`src/rtl/cam_pkg.sv`:
```
package cam_pkg;
  typedef enum logic [1:0] {
    PW_8  = 2'd0,
    PW_10 = 2'd1,
    PW_12 = 2'd2,
    PW_14 = 2'd3
  } pix_width_e;

  typedef enum logic [1:0] {
    FR_ALL     = 2'd0,
    FR_HALF    = 2'd1,
    FR_QUARTER = 2'd2,
    FR_ALL_ALT = 2'd3
  } frame_rate_e;

  localparam int unsigned FLG_EOF = 0;
  localparam int unsigned FLG_EOL = 1;
  localparam int unsigned FLG_VS  = 2;
  localparam int unsigned FLG_OVR = 3;
endpackage

```
`src/rtl/cam_sample.sv`:
```
module cam_sample #(
  parameter int unsigned PIX_W = 14
) (
  input  logic             clk,
  input  logic             rst_n,
  input  logic             pix_clk,
  input  logic             pix_hs,
  input  logic             pix_vs,
  input  logic [PIX_W-1:0] pix_d,
  input  logic             cfg_fall,
  input  logic             cfg_hs_high,
  input  logic             cfg_vs_high,
  output logic             strobe,
  output logic             hs_act,
  output logic             vs_act,
  output logic [PIX_W-1:0] smp_d
);
  logic             pclk_q, pclk_d;
  logic             hs_q, vs_q;
  logic [PIX_W-1:0] d_q;

  always_ff @(posedge clk or negedge rst_n) begin
    if (!rst_n) begin
      pclk_q <= 1'b0;
      pclk_d <= 1'b0;
      hs_q   <= 1'b0;
      vs_q   <= 1'b0;
      d_q    <= '0;
    end else begin
      pclk_q <= pix_clk;
      pclk_d <= pclk_q;
      hs_q   <= pix_hs;
      vs_q   <= pix_vs;
      d_q    <= pix_d;
    end
  end

  assign strobe = cfg_fall ? (pclk_d & ~pclk_q) : (~pclk_d & pclk_q);
  assign hs_act = ~(hs_q ^ cfg_hs_high);
  assign vs_act = ~(vs_q ^ cfg_vs_high);
  assign smp_d  = d_q;

  AST_STROBE_SPACED: assert property (@(posedge clk) disable iff (!rst_n)
    (strobe && $stable(cfg_fall)) |=> !strobe);
endmodule

```
`src/rtl/cam_frame.sv`:
```
module cam_frame
  import cam_pkg::*;
#(
  parameter int unsigned CW = 16
) (
  input  logic          clk,
  input  logic          rst_n,
  input  logic          strobe,
  input  logic          hs_act,
  input  logic          vs_act,
  input  logic          enable,
  input  logic          cap_req,
  input  logic          cap_clr,
  input  logic          snapshot,
  input  logic [1:0]    rate,
  input  logic          crop_en,
  input  logic [CW-1:0] crop_x,
  input  logic [CW-1:0] crop_y,
  input  logic [CW-1:0] crop_w,
  input  logic [CW-1:0] crop_h,
  output logic          pix_keep,
  output logic          sof,
  output logic          ev_eof,
  output logic          ev_eol,
  output logic          ev_vs,
  output logic          capture_on
);
  logic          vs_prev, hs_prev, grab, cap_bit;
  logic          vs_prev_n, hs_prev_n, grab_n, cap_n;
  logic [1:0]    fcnt, fcnt_n;
  logic [CW-1:0] xcnt, ycnt, xcnt_n, ycnt_n;
  logic          fs, fe, le, pv, pick, in_x, in_y;

  assign fs = strobe & vs_prev & ~vs_act;
  assign fe = strobe & ~vs_prev & vs_act;
  assign le = strobe & ~hs_prev & hs_act & ~vs_act;
  assign pv = strobe & ~hs_act & ~vs_act;

  always_comb begin
    unique case (frame_rate_e'(rate))
      FR_HALF:    pick = ~fcnt[0];
      FR_QUARTER: pick = (fcnt == 2'd0);
      default:    pick = 1'b1;
    endcase
  end

  assign in_x = ({1'b0, xcnt} >= {1'b0, crop_x}) &&
                ({1'b0, xcnt} <  ({1'b0, crop_x} + {1'b0, crop_w}));
  assign in_y = ({1'b0, ycnt} >= {1'b0, crop_y}) &&
                ({1'b0, ycnt} <  ({1'b0, crop_y} + {1'b0, crop_h}));

  always_comb begin
    vs_prev_n = strobe ? vs_act : vs_prev;
    hs_prev_n = strobe ? hs_act : hs_prev;
    cap_n     = cap_bit;
    grab_n    = grab;
    fcnt_n    = fcnt;
    if (fs && enable && cap_bit) begin
      grab_n = pick;
      fcnt_n = fcnt + 2'd1;
    end
    if (fe) begin
      grab_n = 1'b0;
      if (grab && snapshot) cap_n = 1'b0;
    end
    if (!cap_bit) fcnt_n = 2'd0;
    if (!enable)  grab_n = 1'b0;
    if (cap_req)  cap_n  = 1'b1;
    if (cap_clr) begin
      cap_n  = 1'b0;
      grab_n = 1'b0;
    end
  end

  always_comb begin
    xcnt_n = xcnt;
    ycnt_n = ycnt;
    if (fs) begin
      xcnt_n = '0;
      ycnt_n = '0;
    end else if (strobe) begin
      if (hs_act)       xcnt_n = '0;
      else if (!vs_act) xcnt_n = xcnt + CW'(1);
      if (le)           ycnt_n = ycnt + CW'(1);
    end
  end

  always_ff @(posedge clk or negedge rst_n) begin
    if (!rst_n) begin
      vs_prev <= 1'b1;
      hs_prev <= 1'b1;
      grab    <= 1'b0;
      cap_bit <= 1'b0;
      fcnt    <= 2'd0;
      xcnt    <= '0;
      ycnt    <= '0;
    end else begin
      vs_prev <= vs_prev_n;
      hs_prev <= hs_prev_n;
      grab    <= grab_n;
      cap_bit <= cap_n;
      fcnt    <= fcnt_n;
      xcnt    <= xcnt_n;
      ycnt    <= ycnt_n;
    end
  end

  assign pix_keep   = pv & grab & (~crop_en | (in_x & in_y));
  assign sof        = fs;
  assign ev_vs      = fs & enable;
  assign ev_eof     = fe & grab;
  assign ev_eol     = le & grab;
  assign capture_on = cap_bit;

  AST_START_ON_FRAME: assert property (@(posedge clk) disable iff (!rst_n)
    $rose(grab) |-> $past(fs));
  AST_SNAPSHOT_ONCE: assert property (@(posedge clk) disable iff (!rst_n)
    (fe && grab && snapshot && !cap_req) |=> !cap_bit);
  AST_DISABLED_IDLE: assert property (@(posedge clk) disable iff (!rst_n)
    !enable |=> !grab);
endmodule

```
`src/rtl/cam_pack.sv`:
```
module cam_pack
  import cam_pkg::*;
#(
  parameter int unsigned PIX_W = 14
) (
  input  logic             clk,
  input  logic             rst_n,
  input  logic             keep,
  input  logic             sof,
  input  logic [1:0]       width,
  input  logic [PIX_W-1:0] pix_d,
  output logic             word_vld,
  output logic [31:0]      word
);
  logic [31:0] acc, acc_n, word_n;
  logic [1:0]  idx, idx_n;
  logic        vld_n, narrow, last;
  logic [4:0]  nbits;
  logic [15:0] msk, s16;

  assign narrow = (pix_width_e'(width) == PW_8);
  assign nbits  = 5'd8 + {2'b00, width, 1'b0};
  assign msk    = 16'((17'd1 << nbits) - 17'd1);
  assign s16    = 16'(pix_d) & msk;
  assign last   = narrow ? (idx == 2'd3) : idx[0];

  always_comb begin
    acc_n  = acc;
    idx_n  = idx;
    word_n = word;
    vld_n  = 1'b0;
    if (sof) begin
      acc_n = '0;
      idx_n = 2'd0;
    end else if (keep) begin
      if (narrow) acc_n[{idx, 3'b000} +: 8]  = pix_d[7:0];
      else        acc_n[{idx[0], 4'h0} +: 16] = s16;
      if (last) begin
        vld_n  = 1'b1;
        word_n = acc_n;
        acc_n  = '0;
        idx_n  = 2'd0;
      end else begin
        idx_n = idx + 2'd1;
      end
    end
  end

  always_ff @(posedge clk or negedge rst_n) begin
    if (!rst_n) begin
      acc      <= '0;
      idx      <= 2'd0;
      word     <= '0;
      word_vld <= 1'b0;
    end else begin
      acc      <= acc_n;
      idx      <= idx_n;
      word     <= word_n;
      word_vld <= vld_n;
    end
  end

  AST_WORD_SPACED: assert property (@(posedge clk) disable iff (!rst_n)
    word_vld |=> !word_vld);
endmodule

```
`src/rtl/cam_fifo.sv`:
```
module cam_fifo #(
  parameter int unsigned DEPTH = 8,
  parameter int unsigned DW    = 32
) (
  input  logic          clk,
  input  logic          rst_n,
  input  logic          push,
  input  logic [DW-1:0] wdata,
  input  logic          pop,
  output logic [DW-1:0] rdata,
  output logic          valid,
  output logic          ovr
);
  localparam int unsigned AW   = (DEPTH > 1) ? $clog2(DEPTH) : 1;
  localparam int unsigned CNTW = $clog2(DEPTH + 1);

  logic [DW-1:0]   mem [DEPTH];
  logic [AW-1:0]   wp, rp, wp_n, rp_n;
  logic [CNTW-1:0] cnt, cnt_n;
  logic            full, empty, do_push, do_pop;

  assign full    = (cnt == CNTW'(DEPTH));
  assign empty   = (cnt == '0);
  assign do_push = push & ~full;
  assign do_pop  = pop & ~empty;
  assign ovr     = push & full;

  always_comb begin
    wp_n  = wp;
    rp_n  = rp;
    if (do_push) wp_n = (wp == AW'(DEPTH - 1)) ? '0 : wp + AW'(1);
    if (do_pop)  rp_n = (rp == AW'(DEPTH - 1)) ? '0 : rp + AW'(1);
    cnt_n = cnt + CNTW'(do_push) - CNTW'(do_pop);
  end

  always_ff @(posedge clk) begin
    if (do_push) mem[wp] <= wdata;
  end

  always_ff @(posedge clk or negedge rst_n) begin
    if (!rst_n) begin
      wp  <= '0;
      rp  <= '0;
      cnt <= '0;
    end else begin
      wp  <= wp_n;
      rp  <= rp_n;
      cnt <= cnt_n;
    end
  end

  assign rdata = mem[rp];
  assign valid = ~empty;

  AST_NO_OVERFLOW: assert property (@(posedge clk) disable iff (!rst_n)
    (push && full && !pop) |=> $stable(cnt));
  AST_COUNT_BOUND: assert property (@(posedge clk) disable iff (!rst_n)
    cnt <= CNTW'(DEPTH));
  AST_NO_UNDERFLOW: assert property (@(posedge clk) disable iff (!rst_n)
    (pop && empty && !push) |=> (cnt == '0));
endmodule

```
`src/rtl/cam_capture.sv`:
```
module cam_capture
  import cam_pkg::*;
#(
  parameter int unsigned PIX_W      = 14,
  parameter int unsigned FIFO_DEPTH = 8,
  parameter int unsigned CROP_W     = 16
) (
  input  logic              clk,
  input  logic              rst_n,
  input  logic              cfg_enable,
  input  logic              cap_req,
  input  logic              cap_clr,
  input  logic              cfg_snapshot,
  input  logic              cfg_pclk_fall,
  input  logic              cfg_hs_high,
  input  logic              cfg_vs_high,
  input  logic [1:0]        cfg_rate,
  input  logic [1:0]        cfg_width,
  input  logic              cfg_crop_en,
  input  logic [CROP_W-1:0] crop_x,
  input  logic [CROP_W-1:0] crop_y,
  input  logic [CROP_W-1:0] crop_w,
  input  logic [CROP_W-1:0] crop_h,
  input  logic              pix_clk,
  input  logic              pix_hs,
  input  logic              pix_vs,
  input  logic [PIX_W-1:0]  pix_d,
  input  logic              rd_en,
  output logic [31:0]       rd_data,
  output logic              fifo_valid,
  output logic              capture_on,
  output logic              stat_hs,
  output logic              stat_vs,
  input  logic [3:0]        irq_en,
  input  logic [3:0]        flag_clr,
  output logic [3:0]        flags,
  output logic              irq
);
  logic [1:0]       rst_sync;
  logic             rst_core_n;
  logic             strobe, hs_act, vs_act, keep, sof;
  logic             ev_eof, ev_eol, ev_vs, ovr, word_vld;
  logic [PIX_W-1:0] smp_d;
  logic [31:0]      word;
  logic [3:0]       ev, flags_n;

  always_ff @(posedge clk or negedge rst_n) begin
    if (!rst_n) rst_sync <= 2'b00;
    else        rst_sync <= {rst_sync[0], 1'b1};
  end
  assign rst_core_n = rst_sync[1];

  cam_sample #(.PIX_W(PIX_W)) u_sample (
    .clk(clk), .rst_n(rst_core_n), .pix_clk(pix_clk), .pix_hs(pix_hs),
    .pix_vs(pix_vs), .pix_d(pix_d), .cfg_fall(cfg_pclk_fall),
    .cfg_hs_high(cfg_hs_high), .cfg_vs_high(cfg_vs_high),
    .strobe(strobe), .hs_act(hs_act), .vs_act(vs_act), .smp_d(smp_d)
  );

  cam_frame #(.CW(CROP_W)) u_frame (
    .clk(clk), .rst_n(rst_core_n), .strobe(strobe), .hs_act(hs_act),
    .vs_act(vs_act), .enable(cfg_enable), .cap_req(cap_req),
    .cap_clr(cap_clr), .snapshot(cfg_snapshot), .rate(cfg_rate),
    .crop_en(cfg_crop_en), .crop_x(crop_x), .crop_y(crop_y),
    .crop_w(crop_w), .crop_h(crop_h), .pix_keep(keep), .sof(sof),
    .ev_eof(ev_eof), .ev_eol(ev_eol), .ev_vs(ev_vs), .capture_on(capture_on)
  );

  cam_pack #(.PIX_W(PIX_W)) u_pack (
    .clk(clk), .rst_n(rst_core_n), .keep(keep), .sof(sof),
    .width(cfg_width), .pix_d(smp_d), .word_vld(word_vld), .word(word)
  );

  cam_fifo #(.DEPTH(FIFO_DEPTH), .DW(32)) u_fifo (
    .clk(clk), .rst_n(rst_core_n), .push(word_vld), .wdata(word),
    .pop(rd_en), .rdata(rd_data), .valid(fifo_valid), .ovr(ovr)
  );

  always_comb begin
    ev          = '0;
    ev[FLG_EOF] = ev_eof;
    ev[FLG_EOL] = ev_eol;
    ev[FLG_VS]  = ev_vs;
    ev[FLG_OVR] = ovr;
    flags_n     = (flags & ~flag_clr) | ev;
  end

  always_ff @(posedge clk or negedge rst_core_n) begin
    if (!rst_core_n) flags <= '0;
    else             flags <= flags_n;
  end

  assign irq     = |(flags & irq_en);
  assign stat_hs = hs_act;
  assign stat_vs = vs_act;

  for (genvar i = 0; i < 4; i++) begin : g_flag_chk
    AST_FLAG_CLEARS: assert property (@(posedge clk) disable iff (!rst_core_n)
      (flag_clr[i] && !ev[i]) |=> !flags[i]);
    AST_FLAG_STICKS: assert property (@(posedge clk) disable iff (!rst_core_n)
      (flags[i] && !flag_clr[i]) |=> flags[i]);
  end
endmodule

```
`config.mk`:
```
export PLATFORM = sky130hd
export DESIGN_NAME = cam_capture
export DESIGN_NICKNAME = d
export VERILOG_FILES = /design/src/rtl/cam_pkg.sv /design/src/rtl/cam_sample.sv /design/src/rtl/cam_frame.sv /design/src/rtl/cam_pack.sv /design/src/rtl/cam_fifo.sv /design/src/rtl/cam_capture.sv
export SDC_FILE = /design/constraint.sdc
export NUM_CORES = 1
export LEC_CHECK = 0
export BUFFER_PORTS_ARGS = -buffer_cell sky130_fd_sc_hd__buf_2
export CORE_ASPECT_RATIO = 0.7
export CORE_MARGIN = 5
export CORE_UTILIZATION = 60
export CTS_BUF_LIST = sky130_fd_sc_hd__clkbuf_8
export DETAILED_ROUTE_END_ITERATION = 6
export GPL_ROUTABILITY_DRIVEN = 1
export GPL_TIMING_DRIVEN = 0
export PLACE_DENSITY = 0.8
export SETUP_SLACK_MARGIN = 0.2
export SYNTH_ARGS = -nofsm -noshare
export SYNTH_HDL_FRONTEND = slang
export SYNTH_SLANG_ARGS = --single-unit
export TNS_END_PERCENT = 100
```
`constraint.sdc`:
```
create_clock -name clk -period 4.9 [get_ports clk]
set_clock_uncertainty 0.15 [all_clocks]
set_input_delay 0.49 -clock clk [delete_from_list [all_inputs] [get_ports clk]]
set_output_delay 0.49 -clock clk [all_outputs]
set_load 0.005 [all_outputs]
```
==> flow_summary_export.csv <==
group,metric,value,unit
sta,finalCriticalPeriod,4.53,ns
cts,clock_latency,0.61,ns
power_and_ir_drop,leakage,8.50,nW
hold_path,min_delay_path_depth,3,
worst_setup_path,crit_path_end_kind,"flop",
global_route,grt_usage,24.9,%
drt,drtAntennaViolNets,0,
place,port_buffers,144,
worst_setup_path,required,5.22,ns
worst_setup_path,slowest_delay,0.46,ns
sta,worst_pin_slew,1.06,ns
layout,fillers,2109,
run_status,status,"complete, no violations",
hold_path,hold_class,"in2reg",
worst_setup_path,start_kind,"primary input",
worst_setup_path,cpMaxStageDelayCell,"o41a_1",
logic_synthesis,synth_edf_count,256,
layout,fin_nets,1869,
layout,fin_util,71.4,%
logic_synthesis,synthesis.area,19200,sq um
logic_synthesis,yosysMostFrequentCell,"edfxtp_1",
floorplanning,initial_core_util,61.3,%
sta,finalSetupTns,0,ns
layout,diodes,0,
logic_synthesis,yosysTopAreaCellShare,40.0,%
global_route,grt_max_degree,60,
power_and_ir_drop,p_total,0.00765,W
drt,finalWirelength,44800,microns
sta,hold_slack,0.0373,ns
global_route,grt_pass1_wl,70600,microns
logic_synthesis,ys_types,85,
logic_synthesis,netlist_top_cells_count,"edfxtp_1, dfrtp_1, ha_1, nand2_1, nor2_1",
drt,drt_iter0_drc,1330,
drt,wl_per_cell,21.2,microns
hold_path,worstHoldStart,"cfg_enable",
cts,clock-sinks,395,
worst_setup_path,timing_worst_setup_path_type,"in2reg",
place,dp_hpwl,32100,microns
place,place_congestion,0.930,
drt,viasPerCell,6.06,
worst_setup_path,timing.critical_path.fanout_max,5,
cts,clk_pin_slew,0.07,ns
worst_setup_path,r2r-start,"u_pack.idx[0]",
worst_setup_path,crit_buf_inv,3,
flow_run,cap_violations,0,
worst_setup_path,startpoint,"crop_y[7]",
floorplanning,core-area,31400,sq um
cts,cts_max_level,2,
global_route,antenna_found_initial,1,
layout,drive_gt1_share,24.1,%
sta,rsz0062_at_grt,"false",
floorplanning,design.die.area,35800,sq um
place,place_area,20800,sq um
worst_setup_path,crit_arrival,4.86,ns
cts,cts_buffers,58,
sta,max_freq,0.221,GHz
sta,hold_viol,0,
logic_synthesis,synth_area_leader_cell,"edfxtp_1",
floorplanning,die_h,160,microns
floorplanning,ioPinCount,145,
global_route,grt_pass1_vias,12784,
floorplanning,die_w,224,microns
logic_synthesis,ys_seq_area_share,58.1,%
drt,firstDrtPassIters,6,
cts,cts_tree,"done",
logic_synthesis,synth_area_leaders,"edfxtp_1, dfrtp_1, ha_1, mux4_2, nand2_1",
logic_synthesis,avgSynthCellArea,13.9,sq um
global_route,grt-ovfl-total,0,
logic_synthesis,synth_warnings,0,
power_and_ir_drop,power.density,342,nW/um^2
layout,syn_to_final_growth,16.5,%
sta,relSlewSlack,28.3,%
worst_setup_path,crit_family,"compound AO/OA/AOI/OAI gates",
logic_synthesis,syn_inst,1387,
power_and_ir_drop,max-vdd-ir-drop,0.360,mV
sta,slew_violations,0,
drt,vias,12801,
worst_setup_path,cp_common_cell,"ha_1",
worst_setup_path,r2r_end,"u_pack.word[23]",
logic_synthesis,synth_nets,1610,
hold_path,worstHoldEndpoint,"u_frame.fcnt[1]",
logic_synthesis,ys_ff_latch,395,
layout,final_area,22400,sq um
sta,setup_violations,0,
logic_synthesis,synth-main-ff-cell,"edfxtp_1",
sta,post-route-period-util,92.5,%
cts,cts_root_buffer,"clkbuf_8",
drt,drc_errors,0,
worst_setup_path,r2r_slack,1.48,ns
worst_setup_path,worstPathCellList,"buf_2 > ha_1 > a2111o_1 > o21a_1 > o31ai_4 > a21oi_2 > o41a_1 > and4_1 > nor3_1 > ha_1 > a21oi_1 > nand2_1 > a2111oi_1 > o21ai_1 > o211ai_4 > o2111ai_4 > a21oi_4 > buf_12 > clkbuf_16 > mux2_4",
worst_setup_path,reg2regPathDepth,7,
cts,clock_path_buffers,3,
floorplanning,fp-row-count,54,
logic_synthesis,synth-async-reset-ratio,35.2,%
area by class of cell:
cell class,instances,area (sq um),share of cell area (%)
well taps,420,526,2.35
multi-input cells,875,7660,34.2
flip-flops and latches,395,11200,49.9
inverters,66,248,1.11
plain buffers,51,275,1.23
clock inverters,42,238,1.06
clock buffers,66,908,4.06
repair buffers,199,1360,6.06
worst max-delay path by stage:
stage,end,slack (ns),cells past startpoint
after floorplan,u_pack.word[11],0.24,16
after global placement,u_fifo.mem[0][28],-2.08,5
after detailed placement,u_pack.word[28],-0.67,18
after CTS,u_pack.word[14],0.26,17
after global routing,u_pack.word[30],0.19,20
final,u_pack.word[24],0.37,20
cell families after synthesis:
family / count (synthesis) / share of synthesized area, %
and+or+nand+nor: 319 / 7.81
DFF: 395 / 58.1
adders and majority gates: 119 / 7.86
AOI/OAI and AO/OA: 248 / 9.36
xor gates and xnor gates: 55 / 2.51
muxes: 133 / 11.7
buffers and inverters: 117 / 2.66
other: 1 / 0.0195
power breakdown:
group / switching [W] / leakage, nW / total, W / internal (W)
sequential: 0.0000728 / 3.66 / 0.00365 / 0.00358
clock: 0.00124 / 0.683 / 0.00258 / 0.00134
combinational: 0.000805 / 4.15 / 0.00141 / 0.000603
total: 0.00212 / 8.50 / 0.00765 / 0.00553
per-layer routing:
metal	vias up	wire, microns	track usage (%)
li1	5835	-	-
met2	562	19800	36.7
met1	6329	20400	39.2
met4	2	740	4.81
met5	-	13	0
met3	73	3910	5.07
timing repair:
item	CTS	global route
resized for setup	4	10
setup endpoints to repair	26	31
hold buffers	24	0
endpoints found under the hold margin	25	0
buffers inserted	2	6
pin swaps	2	5
cloned	0	1
flip-flops by register name, summed over array words and instances (netlist names), 2 cells and up:
signal,count
u_fifo.mem,256
u_pack.acc,32
u_pack.word,32
u_frame.xcnt,16
u_frame.ycnt,16
u_sample.smp_d,14
flags,4
u_fifo.cnt,4
u_fifo.rp,3
u_fifo.wp,3
rst_sync,2
u_frame.fcnt,2
u_pack.idx,2
cell usage in the layout, fill, tap and decap left out, types with 18 or more instances in the layout:
master,n
inv_1,90
edfxtp_1,256
a221o_1,21
mux2i_1,18
clkbuf_8,66
a21oi_1,48
nand3_1,60
o21ai_0,45
dlygate4sd3_1,24
xor2_1,40
mux4_2,64
mux2_2,35
nor2_1,64
dfrtp_1,136
clkbuf_1,33
nand2_1,109
buf_2,145
ha_1,116
tightest hold or removal path, stage by stage:
cell and delay (ns):
buf_2 0.13, nand3_1 0.06, a21boi_0 0.07
through the flow:
stage               std cells  worst slack, ns
floorplan                1387            0.244
global placement         1951            -2.08
detailed placement       1973           -0.673
CTS                      2107            0.264
global route             2114            0.190
finish                   2114            0.368
No activity file was read; power rests on OpenSTA's default activity.
